<file path="config.mk">
export PLATFORM = sky130hd
export DESIGN_NAME = aux_reply_classifier
export DESIGN_NICKNAME = d
export VERILOG_FILES = /design/src/rtl/aux_reply_pkg.sv /design/src/rtl/aux_code_decode.sv /design/src/rtl/aux_outcome_prio.sv /design/src/rtl/aux_wait_timer.sv /design/src/rtl/aux_reply_classifier.sv
export SDC_FILE = /design/constraint.sdc
export NUM_CORES = 1
export LEC_CHECK = 0
export BUFFER_PORTS_ARGS = -buffer_cell sky130_fd_sc_hd__buf_4
export CAP_MARGIN = 20
export CORE_UTILIZATION = 50
export DETAILED_ROUTE_END_ITERATION = 12
export MAX_ROUTING_LAYER = met4
export PLACE_DENSITY = 0.78
export SLEW_MARGIN = 0
export SYNTH_ARGS = -nofsm -noshare
export SYNTH_HDL_FRONTEND = slang
export SYNTH_SLANG_ARGS = --single-unit
</file>
<file path="constraint.sdc">
create_clock -name clk_i -period 2.5 [get_ports clk_i]
set_input_delay 0.5 -clock clk_i [delete_from_list [all_inputs] [get_ports clk_i]]
set_output_delay 0.5 -clock clk_i [all_outputs]
set_load 0.03 [all_outputs]
</file>
<file path="src/rtl/aux_reply_pkg.sv">
package aux_reply_pkg;
  typedef enum logic [3:0] {
    RES_ACK       = 4'd0,
    RES_NACK      = 4'd1,
    RES_DEFER     = 4'd2,
    RES_I2C_NACK  = 4'd3,
    RES_I2C_DEFER = 4'd4,
    RES_INVALID   = 4'd5,
    RES_TIMEOUT   = 4'd6,
    RES_DISCON    = 4'd7,
    RES_OVERFLOW  = 4'd8
  } aux_result_e;

  typedef enum logic [1:0] {
    ST_IDLE,
    ST_WAIT,
    ST_STREAM,
    ST_DONE
  } aux_state_e;
endpackage

</file>
<file path="src/rtl/aux_code_decode.sv">
module aux_code_decode
  import aux_reply_pkg::*;
(
  input  logic [3:0]  code_i,
  output aux_result_e res_o
);
  always_comb begin
    unique case (code_i)
      4'd0:    res_o = RES_ACK;
      4'd1:    res_o = RES_NACK;
      4'd2:    res_o = RES_DEFER;
      4'd4:    res_o = RES_I2C_NACK;
      4'd8:    res_o = RES_I2C_DEFER;
      default: res_o = RES_INVALID;
    endcase
  end

  always_comb begin
    if (code_i inside {4'd3, 4'd5, 4'd6, 4'd7, [4'd9:4'd15]})
      assert_bad_code_invalid_R6: assert (res_o == RES_INVALID);
  end
endmodule

</file>
<file path="src/rtl/aux_outcome_prio.sv">
module aux_outcome_prio
  import aux_reply_pkg::*;
(
  input  logic        hpd_i,
  input  logic        tmo_i,
  input  logic [3:0]  rx_err_i,
  input  logic        cnt_zero_i,
  input  logic        overflow_i,
  input  aux_result_e code_res_i,
  output aux_result_e res_o
);
  always_comb begin
    if (hpd_i)                                  res_o = RES_DISCON;
    else if (tmo_i)                             res_o = RES_TIMEOUT;
    else if (|rx_err_i)                         res_o = RES_INVALID;
    else if (cnt_zero_i)                        res_o = RES_INVALID;
    else if (code_res_i == RES_ACK && overflow_i) res_o = RES_OVERFLOW;
    else                                        res_o = code_res_i;
  end
endmodule

</file>
<file path="src/rtl/aux_wait_timer.sv">
module aux_wait_timer #(
  parameter int TW = 16
) (
  input  logic          clk_i,
  input  logic          rst_ni,
  input  logic          clear_i,
  input  logic          run_i,
  input  logic [TW-1:0] limit_i,
  output logic          expired_o
);
  logic [TW-1:0] cnt_q;

  assign expired_o = run_i && (cnt_q == limit_i);

  always_ff @(posedge clk_i or negedge rst_ni) begin
    if (!rst_ni)                  cnt_q <= '0;
    else if (clear_i)             cnt_q <= '0;
    else if (run_i && !expired_o) cnt_q <= cnt_q + 1'b1;
  end

  // limit is held stable for a whole wait
  assert_timer_bound_R9: assert property (@(posedge clk_i) disable iff (!rst_ni)
    run_i |-> cnt_q <= limit_i);
endmodule

</file>
<file path="src/rtl/aux_reply_classifier.sv">
module aux_reply_classifier
  import aux_reply_pkg::*;
#(
  parameter int TW = 16,
  parameter int CW = 5
) (
  input  logic          clk_i,
  input  logic          rst_ni,
  input  logic          start_i,
  input  logic [TW-1:0] timeout_limit_i,
  input  logic          done_i,
  input  logic          hpd_discon_i,
  input  logic          rx_timeout_i,
  input  logic          rx_timeout_state_i,
  input  logic [3:0]    rx_err_i,
  input  logic          rx_min_cnt_viol_i,
  input  logic [CW-1:0] reply_cnt_i,
  input  logic [CW-1:0] buf_size_i,
  output logic [CW-1:0] rd_addr_o,
  input  logic [7:0]    rd_data_i,
  output logic [3:0]    result_o,
  output logic          result_valid_o,
  output logic [CW-1:0] data_cnt_o,
  output logic [7:0]    data_o,
  output logic          data_valid_o
);
  aux_state_e    state_q, state_d;
  aux_result_e   res_q, res_d, code_res, prio_res;
  logic [CW-1:0] dcnt_q, dcnt_d, idx_q, idx_d, ndata;
  logic          expired, overflow, min_viol_unused;

  assign min_viol_unused = rx_min_cnt_viol_i;
  assign ndata    = reply_cnt_i - 1'b1;
  assign overflow = ndata > buf_size_i;

  aux_code_decode u_dec (
    .code_i (rd_data_i[7:4]),
    .res_o  (code_res)
  );

  aux_outcome_prio u_prio (
    .hpd_i      (hpd_discon_i),
    .tmo_i      (rx_timeout_i | rx_timeout_state_i),
    .rx_err_i   (rx_err_i),
    .cnt_zero_i (reply_cnt_i == '0),
    .overflow_i (overflow),
    .code_res_i (code_res),
    .res_o      (prio_res)
  );

  aux_wait_timer #(.TW(TW)) u_timer (
    .clk_i     (clk_i),
    .rst_ni    (rst_ni),
    .clear_i   (start_i),
    .run_i     (state_q == ST_WAIT),
    .limit_i   (timeout_limit_i),
    .expired_o (expired)
  );

  always_comb begin
    state_d = state_q;
    res_d   = res_q;
    dcnt_d  = dcnt_q;
    idx_d   = idx_q;
    if (start_i) begin
      state_d = ST_WAIT;
      dcnt_d  = '0;
      idx_d   = '0;
    end else begin
      unique case (state_q)
        ST_WAIT: begin
          if (hpd_discon_i || done_i) begin
            res_d   = prio_res;
            state_d = ST_DONE;
            if (prio_res == RES_ACK) begin
              dcnt_d = ndata;
              if (ndata != '0) begin
                state_d = ST_STREAM;
                idx_d   = CW'(1);
              end
            end
          end else if (expired) begin
            res_d   = RES_TIMEOUT;
            state_d = ST_DONE;
          end
        end
        ST_STREAM: begin
          idx_d = idx_q + 1'b1;
          if (idx_q == dcnt_q) state_d = ST_DONE;
        end
        default: ;
      endcase
    end
  end

  always_ff @(posedge clk_i or negedge rst_ni) begin
    if (!rst_ni) begin
      state_q <= ST_IDLE;
      res_q   <= RES_INVALID;
      dcnt_q  <= '0;
      idx_q   <= '0;
    end else begin
      state_q <= state_d;
      res_q   <= res_d;
      dcnt_q  <= dcnt_d;
      idx_q   <= idx_d;
    end
  end

  assign rd_addr_o      = (state_q == ST_STREAM) ? idx_q : '0;
  assign data_o         = rd_data_i;
  assign data_valid_o   = (state_q == ST_STREAM);
  assign result_o       = res_q;
  assign result_valid_o = (state_q == ST_DONE);
  assign data_cnt_o     = dcnt_q;

  assert_discon_first_R1: assert property (@(posedge clk_i) disable iff (!rst_ni)
    (state_q == ST_WAIT && hpd_discon_i && !start_i)
      |=> result_valid_o && result_o == RES_DISCON);

  assert_timeout_over_err_R2: assert property (@(posedge clk_i) disable iff (!rst_ni)
    (state_q == ST_WAIT && !start_i && !hpd_discon_i && done_i &&
     (rx_timeout_i || rx_timeout_state_i))
      |=> result_valid_o && result_o == RES_TIMEOUT);

  assert_stream_fits_R7: assert property (@(posedge clk_i) disable iff (!rst_ni)
    data_valid_o |-> rd_addr_o != '0 && rd_addr_o <= buf_size_i);

  assert_nonack_no_data_R8: assert property (@(posedge clk_i) disable iff (!rst_ni)
    (result_valid_o && result_o != RES_ACK) |-> data_cnt_o == '0);

  assert_hold_R10: assert property (@(posedge clk_i) disable iff (!rst_ni)
    (result_valid_o && !start_i)
      |=> result_valid_o && $stable(result_o) && $stable(data_cnt_o));

  assert_start_clears_R10: assert property (@(posedge clk_i) disable iff (!rst_ni)
    start_i |=> !result_valid_o && !data_valid_o);
endmodule

</file>
# Word-level counts from Yosys, hierarchy flattened
# Cells that the tools add are included.
# totals
regBits	32
output_inout_bits	24
elab_cells	73
# classes
n_addsub	3
n_lt_le_gt_ge	1
eq_ne	14
n_mux	27
n_bitwise	2
n_reduce_logical	21
# op_table
cell	n
$mux W5	9
$mux W16	2
$mux W4	7
$add A16 B1 Y16 const B	1
$eq A16 B16 Y1	1
$pmux W3 S5	1
$logic_not A4 Y1	3
$pmux W5 S2	1
$reduce_bool A2 Y1	5
$ne A3 B3 Y1 const B	3
$reduce_and A3 Y1	3
$mux W2	4
$add A5 B1 Y5 const B	1
$eq A5 B5 Y1	1
$gt A5 B5 Y1	1
$logic_not A5 Y1	1
$reduce_bool A5 Y1	1
$sub A5 B1 Y5 const B	1
$eq A2 B2 Y1 const B	2
$eq A4 B1 Y1 const B	1
$eq A4 B2 Y1 const B	1
$eq A4 B3 Y1 const B	1
$eq A4 B4 Y1 const B	1
$ne A4 B4 Y1 const B	1
12 further kinds	15

# Depth between registers and ports, before layout
# Gate-level depths: netlist of the first run.
# logic_depth
word_depth	14
mapped_depth	10
depth_no_buf	10

# By module
# A second synthesis of the first run with hierarchy kept.
# hier_totals
cells_unflattened	253
hier_area_um2	2349.8
# modules_own_cells
module	n_inst	cells_per_inst	area_per_inst_um2
aux_reply_classifier	1	120	1148.6
aux_wait_timer	1	114	1067.3
aux_outcome_prio	1	10	80.1
aux_code_decode	1	9	53.8

# Worst setup path before layout of the first run
# No wires, ideal clock.
# synth_path
path_kind	input port to flip-flop
startpoint	input reply_cnt_i[0]
endpoint	register dcnt_q[2], in the netlist data_cnt_o[2]
t_arrival_ns	2.584
path_slack_ns	-0.216
path_stages	10
path_buffers	0
path_cell_list	inv_1 > ha_1 > nor3b_1 > xnor2_1 > ha_1 > a21oi_1 > o221ai_1 > a2111oi_4 > mux2i_1 > nor2_1
# synth_via
elab_chain_len	11
# synth_lines
item	line_no	source
start: declaration	aux_reply_classifier.sv:17	input logic [CW-1:0] reply_cnt_i,
$sub A5 B1 Y5	aux_reply_classifier.sv:33	assign ndata = reply_cnt_i - 1'b1;
$gt A5 B5 Y1	aux_reply_classifier.sv:34	assign overflow = ndata > buf_size_i;
$logic_and A1 B1 Y1	aux_outcome_prio.sv:17	else if (code_res_i == RES_ACK && overflow_i) res_o = RES_OVERFLOW;
$mux W4	aux_outcome_prio.sv:17	
$mux W4	aux_outcome_prio.sv:16	else if (cnt_zero_i) res_o = RES_INVALID;
$mux W4	aux_outcome_prio.sv:15	else if (|rx_err_i) res_o = RES_INVALID;
$mux W4	aux_outcome_prio.sv:14	else if (tmo_i) res_o = RES_TIMEOUT;
$mux W4	aux_outcome_prio.sv:13	if (hpd_i) res_o = RES_DISCON;
$logic_not A4 Y1	aux_reply_classifier.sv:75	if (prio_res == RES_ACK) begin
$reduce_bool A2 Y1 (no source line)	n/a	
$reduce_and A3 Y1 (no source line)	n/a	
end signal: assignment	aux_reply_classifier.sv:105	dcnt_q <= dcnt_d;
end: declaration	aux_reply_classifier.sv:29	logic [CW-1:0] dcnt_q, dcnt_d, idx_q, idx_d, ndata;
# Parallel ways exist; a longest one is shown, timed or not. The select of a mux whose other input is x is not followed.
# A chain may end at the register's enable or synchronous reset.

# Final worst setup path of the first run
# layout_path
startpoint	input reply_cnt_i[1]
endpoint	register dcnt_q[4], in the netlist data_cnt_o[4]
# Same word-level chain as after synthesis.

==> results of run 1 <==
[flip-flops by register name, indices dropped and copies added (netlist names)]
| signal | flops |
|---|---|
| data_cnt_o | 5 |
| idx_q | 5 |
| result_o | 4 |
| state_q | 2 |
| u_timer.cnt_q | 16 |
[power by group through the flow]
stage,registers [uW],logic (uW),clock network [uW]
floorplan,558,123,0
global placement,550,230,0
detailed placement,551,235,0
CTS,541,237,450
global route,543,265,470
finish,541,243,440
[synthesized netlist by cell type (all sizes together), types with 2 or more instances]
cell type	instances	area (um^2)
nor3	3	15.0
buf	11	81.3
xnor2	21	184
a21oi	16	83.8
clkbuf	5	18.8
mux2i	6	60.1
or3	11	68.8
and2	6	37.5
a31o	2	17.5
and4	2	17.5
ha	9	113
nor2	15	56.3
mux2	3	33.8
dfstp	2	52.6
nor4	5	37.5
nand4	12	75.1
and3	4	25.0
nand2b	3	18.8
xor2	7	61.3
a211oi	3	22.5
or4	2	18.8
dfrtp	30	751
nor2b	4	25.0
o21ai	12	60.1
nor3b	3	22.5
nand3	7	35.0
inv	11	41.3
and3b	2	17.5
nand2	8	30.0
[metrics by stage]
step	cells	total power (uW)	cell area [um^2]	setup TNS [ns]
final	360	1220	2970	0
after global routing	360	1280	2970	0
after CTS	359	1230	2940	0
after detailed placement	351	786	2830	-1.73
after global placement	351	780	2830	-0.918
after floorplan	243	681	2300	-0.00866
[logic make-up (layout without fill, tap and decap cells)]
kind of cell	Yosys count	after routing
xor+xnor	28	28
mux	9	9
flops	32	32
buf+inv	27	92
fa+ha+maj	10	10
simple gates	90	90
compound gates	47	47
[worst paths after layout]
kind                                 from                end  slack (ns)  depth (start not counted)
min in group clk_i            result_o[0]        result_o[0]        0.48                          2
setup reg to reg               state_q[1]  u_timer.cnt_q[13]        0.50                          5
hold reg to reg               result_o[0]        result_o[0]        0.48                          2
setup / recovery           reply_cnt_i[1]      data_cnt_o[4]        0.14                         12
max in group asynchronous          rst_ni        result_o[2]        2.03                          1
hold / removal                     rst_ni  u_timer.cnt_q[10]        0.14                          1
[per-layer routing]
| layer | vias to the layer above | wire, um | global-route usage |
|---|---|---|---|
| li1 | 1006 | - | - |
| met1 | 989 | 2420 | 0.308 |
| met2 | 47 | 2420 | 0.346 |
| met3 | 7 | 241 | 0.0439 |
| met4 | 0 | 65 | 0.0726 |
| met5 | - | 0 | - |
[repair_timing]
item | in CTS | in global routing
endpoints found under the setup margin | 3 | 5
buffers inserted | 0 | 1
resized for setup | 2 | 4
pin swaps | 1 | 7
[layout make-up]
| class | count | area [um^2] |
|---|---|---|
| timing repair buffer | 73 | 572 |
| clock buffer | 8 | 100 |
| sequential | 32 | 803 |
| tap | 52 | 65.1 |
| inverter | 11 | 58.8 |
| multi-input combinational | 184 | 1370 |
| fill | 337 | 1380 |
==> results.json, run 1 <==
{
  "cts.sinks": 32,
  "async_reset_ff_frac": 1.00,
  "avgSynthCellArea_um2": 9.27,
  "drive_gt1_frac": 0.331,
  "grt_pass1_wl_mm": 8.56,
  "cp.required_ns": 2.66,
  "crit_path_start_kind": "input pin",
  "place.gp.congestion": 0.801,
  "peakVddDrop_mv": 0.391,
  "core_region_area_um2": 4350,
  "syn-instance-count": 243,
  "combPwrFrac": 0.198,
  "worstPathArrival_ns": 2.52,
  "max_freq_mhz": 423,
  "worstMarginPinSlew_ns": 0.549,
  "first_global_vias": 1905,
  "drv_slew": 0,
  "die_h_um": 69.1,
  "die_area_um2": 4780,
  "synth.distinct_cells": 52,
  "place_ws_ns": -0.324,
  "crit_family": "simple AND/OR/NAND/NOR gates",
  "fin_ws_ns": 0.139,
  "ys_ff_latch": 32,
  "sw_frac_of_total": 0.263,
  "vias": 2049,
  "antenna_found_initial": 0,
  "gr-total-overflow": 0,
  "synthFlopType": "dfrtp_1",
  "cts_htree_levels": 2,
  "wl_per_cell_um": 14.3,
  "cp_slowest_cell": "a2111oi_4",
  "crit_type": "in2reg",
  "rows": 24,
  "end_kind": "register",
  "crit_chain": "buf_6, inv_12, ha_4, nor3b_4, xnor2_2, ha_4, and4_1, a21oi_2, a2111oi_4, buf_6, mux2i_1, nor2_1",
  "cts_tree": "done",
  "final.min_clock_period_ns": 2.36,
  "worst-path-buf-inv": 3,
  "syn2layout_area_growth_pct": 31.9,
  "yosysSeqAreaShare": 0.357,
  "cts-root-buf": "clkbuf_8",
  "clkTransAtPathRegs_ns": 0.06,
  "power_frac_clock": 0.360,
  "leakage_uw": 0.00130,
  "p_int_uw": 903,
  "yosys.area_share.simple": 0.233,
  "grt_max_degree": 36,
  "first_pass_iters": 4,
  "drt_first_iter_violations": 158,
  "syn_nets": 298,
  "setup_viol": 0,
  "synth_compound_area_frac": 0.143,
  "mostFrequentLayoutCell": "buf_4",
  "synth.mux.area_fraction": 0.0417,
  "grt_setup_unrepaired": "no",
  "final_core_util": 0.682,
  "synth_edf_count": 0,
  "hold_viol": 0,
  "dp_hpwl_mm": 3.85,
  "num_io_pins": 70,
  "status": "finished clean",
  "wirelength_mm": 5.15,
  "synth_top_family_by_area": "simple AND/OR/NAND/NOR gates",
  "finClkSkew_ns": 0.00199,
  "maxCapViolCount": 0,
  "grt_usage": 0.228,
  "port_buffers": 60,
  "seq_power_share": 0.442,
  "nNetsFinal": 362,
  "hold_class": "in2async",
  "viasPerCell": 5.69,
  "p_per_area_nw_per_um2": 412,
  "cts.hold.buffers_added": 0,
  "synthXorXnorAreaFrac": 0.109,
  "fin_hold_ws_ns": 0.138,
  "syn_area_um2": 2250,
  "cts_max_path_buffers": 2,
  "fin_crit_sh": 0.945,
  "synth_warnings": 0,
  "power_switching_uw": 322,
  "drc": 0,
  "antenna_cells": 0,
  "worstSkewPairLatency_ns": 0.28,
  "synthAdderAreaFrac": 0.0544,
  "slew_headroom": 0.633,
  "cp_max_fo": 5,
  "antenna_left": 0,
  "start_util": 0.517,
  "die_w_um": 69.1,
  "critical-path-max-stage-delay_ns": 0.35,
  "final_cell_mix": "buf_4 (69), dfrtp_1 (30), xnor2_1 (20)",
  "cts_buffers": 5
}
(Power assumes the default switching activity.)
==> run 2, diff against run 1 <==
--- a/config.mk
+++ b/config.mk
@@ -5,7 +5,7 @@
 export SDC_FILE = /design/constraint.sdc
 export NUM_CORES = 1
 export LEC_CHECK = 0
-export BUFFER_PORTS_ARGS = -buffer_cell sky130_fd_sc_hd__buf_4
+export BUFFER_PORTS_ARGS = -buffer_cell sky130_fd_sc_hd__buf_2
 export CAP_MARGIN = 20
 export CORE_UTILIZATION = 50
 export DETAILED_ROUTE_END_ITERATION = 12
==> run 2 against run 1 <==
  * Register-to-register slack better by 0.04 ns
  * Core utilization is 4.2 points lower
  * Via count is 0.98% lower
  * First-iteration DRC count increased by 9.5%
  * Final area down 6.1%
==> results.json, run 2 (synthesized netlist as in run 1, its figures left out) <==
{
  "status": "finished clean",
  "nNetsFinal": 363,
  "peakVddDrop_mv": 0.345,
  "grt_usage": 0.231,
  "cts.sinks": 32,
  "register_area_um2": 803,
  "grt_pass1_wl_mm": 8.74,
  "crit_chain": "buf_4, inv_12, ha_4, nor3b_4, xnor2_2, ha_4, and4_1, a21oi_2, a2111oi_4, buf_6, mux2i_1, nor2_1",
  "antenna_cells": 0,
  "power_frac_clock": 0.336,
  "cts_htree_levels": 2,
  "antenna_found_initial": 0,
  "drt_first_iter_violations": 173,
  "first_pass_iters": 4,
  "worstSkewPairLatency_ns": 0.29,
  "vias": 2029,
  "first_global_vias": 1988,
  "place.gp.congestion": 0.865,
  "sw_frac_of_total": 0.281,
  "power_switching_uw": 321,
  "start_util": 0.517,
  "fill_cells": 357,
  "dp_hpwl_mm": 3.80,
  "largest_reg_flops": 16,
  "drv_slew": 0,
  "worstPathArrival_ns": 2.54,
  "setup_viol": 0,
  "dpl-instance-area_um2": 2670,
  "startpoint": "reply_cnt_i[1]",
  "crit_family": "simple AND/OR/NAND/NOR gates",
  "multi_input_area_um2": 1370,
  "wirelength_mm": 5.18,
  "viasPerCell": 5.62,
  "cp.required_ns": 2.65,
  "worst-path-buf-inv": 3,
  "gr-total-overflow": 0,
  "crit_type": "in2reg",
  "p_int_uw": 824,
  "seq_power_share": 0.473,
  "slew_headroom": 0.521,
  "port_buffers": 60,
  "finClkSkew_ns": 0.00768,
  "die_area_um2": 4780,
  "cp_max_fo": 5,
  "clkTransAtPathRegs_ns": 0.07,
  "max_freq_mhz": 418,
  "hold_viol": 0,
  "combPwrFrac": 0.191,
  "worstMarginPinSlew_ns": 0.719,
  "final.min_clock_period_ns": 2.39,
  "rows": 24,
  "antenna_left": 0,
  "die_h_um": 69.1,
  "grt_max_degree": 36,
  "fin_crit_sh": 0.958,
  "critical-path-max-stage-delay_ns": 0.37,
  "worstReg2RegStart": "state_q[1]",
  "end_kind": "register",
  "final_core_util": 0.641,
  "cts.hold.buffers_added": 0,
  "core_region_area_um2": 4350,
  "syn2layout_area_growth_pct": 23.9,
  "largest-register": "u_timer.cnt_q",
  "wl_per_cell_um": 14.3,
  "hold_class": "in2async",
  "final_cell_mix": "buf_2 (58), dfrtp_1 (30), xnor2_1 (20)",
  "cts_max_path_buffers": 2,
  "cts-root-buf": "clkbuf_8",
  "place_inst": 352,
  "cts_buffers": 5,
  "num_io_pins": 70,
  "crit_top_cell": "ha_4",
  "mostFrequentLayoutCell": "buf_2",
  "drive_gt1_frac": 0.327,
  "fin_area_um2": 2790,
  "die_w_um": 69.1,
  "drc": 0,
  "maxCapViolCount": 0,
  "p_per_area_nw_per_um2": 410,
  "cp_slowest_cell": "a2111oi_4",
  "crit_path_start_kind": "input pin",
  "instances_no_fill": 361,
  "leakage_uw": 0.00125,
  "cts_tree": "done"
}
[run 2: layer usage]
layer | global-route usage | wire length (um)
met5 | - | 0
met4 | 0.0703 | 65
met3 | 0.0453 | 267
met2 | 0.359 | 2460
met1 | 0.304 | 2380
[run 2: power by group through the flow]
stage               Sequential, uW  Combinational (uW)  Clock [uW]
global placement               550                 206           0
floorplan                      558                 123           0
detailed placement             550                 211           0
CTS                            541                 214         390
global route                   542                 242         415
finish                         542                 218         385
[run 2: area by class of cell]
cell class	count	share of cell area
Timing Repair Buffer	74	0.148
Inverter	11	0.0211
Tap cell	52	0.0233
Clock inverter	1	0.00179
Sequential cell	32	0.288
Clock buffer	7	0.0274
Multi-Input combinational cell	184	0.490
[run 2: timing repair]
action / CTS / global route
pin swaps: 1 / 5
setup buffers: 0 / 1
gates resized for setup: 1 / 6
endpoints found under the setup margin: 1 / 5
hold endpoints to repair: 0 / 0
gates cloned: 0 / 0
[run 2: through the flow]
| step | hold slack [ns] | setup WS, ns | power (uW) | TNS [ns] |
|---|---|---|---|---|
| 3_3_place_gp | 0.465 | -0.240 | 756 | -1.19 |
| 6_report | 0.261 | 0.105 | 1150 | 0 |
| 2_1_floorplan | 0.204 | -0.00742 | 681 | -0.00866 |
| 5_1_grt | 0.328 | -0.00491 | 1200 | -0.00491 |
| 3_5_place_dp | 0.471 | -0.297 | 762 | -1.55 |
| 4_1_cts | 0.284 | 0.00155 | 1150 | 0 |
[run 2: final timing paths]
path	endpoint	slack, ns	cells after the start
setup / recovery	data_cnt_o[1]	0.11	12
hold / removal	u_timer.cnt_q[9]	0.26	1
setup reg to reg	u_timer.cnt_q[13]	0.54	5
hold reg to reg	result_o[0]	0.48	2
max in group asynchronous	u_timer.cnt_q[0]	1.77	1
min in group clk_i	result_o[0]	0.48	2
==> run 3, diff against run 2 <==
--- a/config.mk
+++ b/config.mk
@@ -7,10 +7,10 @@
 export LEC_CHECK = 0
 export BUFFER_PORTS_ARGS = -buffer_cell sky130_fd_sc_hd__buf_2
 export CAP_MARGIN = 20
-export CORE_UTILIZATION = 50
+export CORE_UTILIZATION = 52
 export DETAILED_ROUTE_END_ITERATION = 12
 export MAX_ROUTING_LAYER = met4
-export PLACE_DENSITY = 0.78
+export PLACE_DENSITY = 0.81
 export SLEW_MARGIN = 0
 export SYNTH_ARGS = -nofsm -noshare
 export SYNTH_HDL_FRONTEND = slang
==> run 3 against run 2 <==
  * Via count shrank 0.54%
  * Worst hold slack better by 0.0078 ns
  * Total power grew 8.7%
  * Sequential cell count is the same
  * Clock skew increased by 0.0030 ns
  * Clock power up 27%
  * Sequential power about the same
  * Cell count down 1.7%
  * Non-clock buffer count is 4 lower
  * Die area down 3.7%
  * Register-to-register slack about the same
  * Sequential share of layout area is essentially flat
  * Critical endpoint is now data_cnt_o[4]
==> results.json, run 3 (synthesized netlist as in run 1, its figures left out) <==
{
  "status": "finished clean",
  "combPwrFrac": 0.173,
  "viasPerCell": 5.68,
  "place.gp.congestion": 0.844,
  "seq_power_share": 0.435,
  "first_pass_iters": 4,
  "startpoint": "reply_cnt_i[0]",
  "slew_headroom": 0.514,
  "power_frac_clock": 0.393,
  "cp_max_fo": 5,
  "clkTransAtPathRegs_ns": 0.07,
  "p_per_area_nw_per_um2": 447,
  "worstReg2RegStart": "state_q[1]",
  "wl_per_cell_um": 14.4,
  "final.min_clock_period_ns": 2.40,
  "cts_buffers": 5,
  "antenna_cells": 0,
  "peakVddDrop_mv": 0.400,
  "finClkSkew_ns": 0.0107,
  "worstSkewPairLatency_ns": 0.28,
  "drive_gt1_frac": 0.325,
  "final_core_util": 0.682,
  "p_int_uw": 921,
  "drc": 0,
  "drt_first_iter_violations": 147,
  "power_switching_uw": 324,
  "antenna_left": 0,
  "end_kind": "register",
  "mostFrequentLayoutCell": "buf_2",
  "place_ws_ns": -0.307,
  "final_cell_mix": "buf_2 (59), dfrtp_1 (30), xnor2_1 (20)",
  "crit_type": "in2reg",
  "instances_no_fill": 355,
  "sw_frac_of_total": 0.260,
  "grt_pass1_wl_mm": 8.68,
  "start_util": 0.551,
  "max_freq_mhz": 416,
  "hold_class": "in2async",
  "dp_hpwl_mm": 3.78,
  "worstMarginPinSlew_ns": 0.730,
  "largest-register": "u_timer.cnt_q",
  "crit_path_start_kind": "input pin",
  "setup_viol": 0,
  "first_global_vias": 1971,
  "fin_area_um2": 2790,
  "die_h_um": 67.8,
  "largest_reg_flops": 16,
  "die_area_um2": 4600,
  "maxCapViolCount": 0,
  "cts-root-buf": "clkbuf_8",
  "cts.sinks": 32,
  "core_region_area_um2": 4090,
  "wirelength_mm": 5.12,
  "worstPathArrival_ns": 2.54,
  "cts.hold.buffers_added": 0,
  "drv_slew": 0,
  "grt_max_degree": 36,
  "syn2layout_area_growth_pct": 23.7,
  "die_w_um": 67.8,
  "gr-total-overflow": 0,
  "dpl-instance-area_um2": 2640,
  "antenna_found_initial": 0,
  "hold_viol": 0,
  "fin_hold_ws_ns": 0.268,
  "cts_tree": "done",
  "rows": 23,
  "num_io_pins": 70,
  "port_buffers": 60,
  "cts_htree_levels": 2,
  "place_inst": 346,
  "nNetsFinal": 359,
  "fin_ws_ns": 0.0965,
  "cp.required_ns": 2.64,
  "vias": 2018,
  "fin_crit_sh": 0.961,
  "cts_max_path_buffers": 2,
  "leakage_uw": 0.00124,
  "grt_usage": 0.260
}
==> run 3: metal layers <==
metal / wire length [um] / share of wire / global-route usage / vias up
li1: - / - / - / 997
met1: 2350 / 0.46 / 0.335 / 967
met2: 2500 / 0.49 / 0.405 / 45
met4: 65 / 0.013 / 0.0833 / 0
met5: 0 / 0 / - / -
met3: 214 / 0.042 / 0.0583 / 9
==> run 3: worst paths after layout <==
check	cells past startpoint	slack [ns]	endpoint
max	12	0.1	data_cnt_o[4]
min	1	0.27	u_timer.cnt_q[10]
max reg2reg	5	0.54	u_timer.cnt_q[13]
min reg2reg	2	0.48	result_o[0]
max in group asynchronous	1	1.76	idx_q[1]
min in group clk_i	2	0.48	result_o[0]
==> run 3: stage by stage <==
step	total power (uW)	setup TNS, ns
after floorplan	681	-0.00866
after global placement	752	-1.04
after detailed placement	758	-1.77
after CTS	1250	0
after global routing	1310	-0.00407
final	1240	0
==> run 3: critical path, stage by stage <==
cell,delay (ns)
buf_2,0.15
inv_6,0.06
ha_4,0.12
nor3b_4,0.24
xnor2_2,0.12
ha_4,0.29
and4_1,0.20
a21oi_2,0.08
a2111oi_4,0.36
buf_6,0.18
mux2i_1,0.18
nor2_1,0.06
==> run 3: cell type report <==
class | count | area [um^2]
Timing Repair Buffer | 70 | 382
Multi-Input combinational cell | 184 | 1370
Clock inverter | 2 | 35.0
Inverter | 11 | 58.8
Fill cell | 328 | 1300
Clock buffer | 6 | 72.6
Tap cell | 50 | 62.6
Sequential cell | 32 | 803
==> run 3: repair_timing <==
action / in CTS / in global routing
hold endpoints to repair: 0 / 0
setup buffers: 0 / 1
pin swaps: 0 / 4
endpoints found under the setup margin: 2 / 5
gates resized for setup: 1 / 5
==> run 3: power by group through the flow <==
stage | registers [uW] | logic [uW] | clock network [uW]
after global routing | 542 | 237 | 528
after floorplan | 558 | 123 | 0
after CTS | 540 | 210 | 499
after detailed placement | 550 | 207 | 0
after global placement | 550 | 202 | 0
final | 541 | 215 | 489
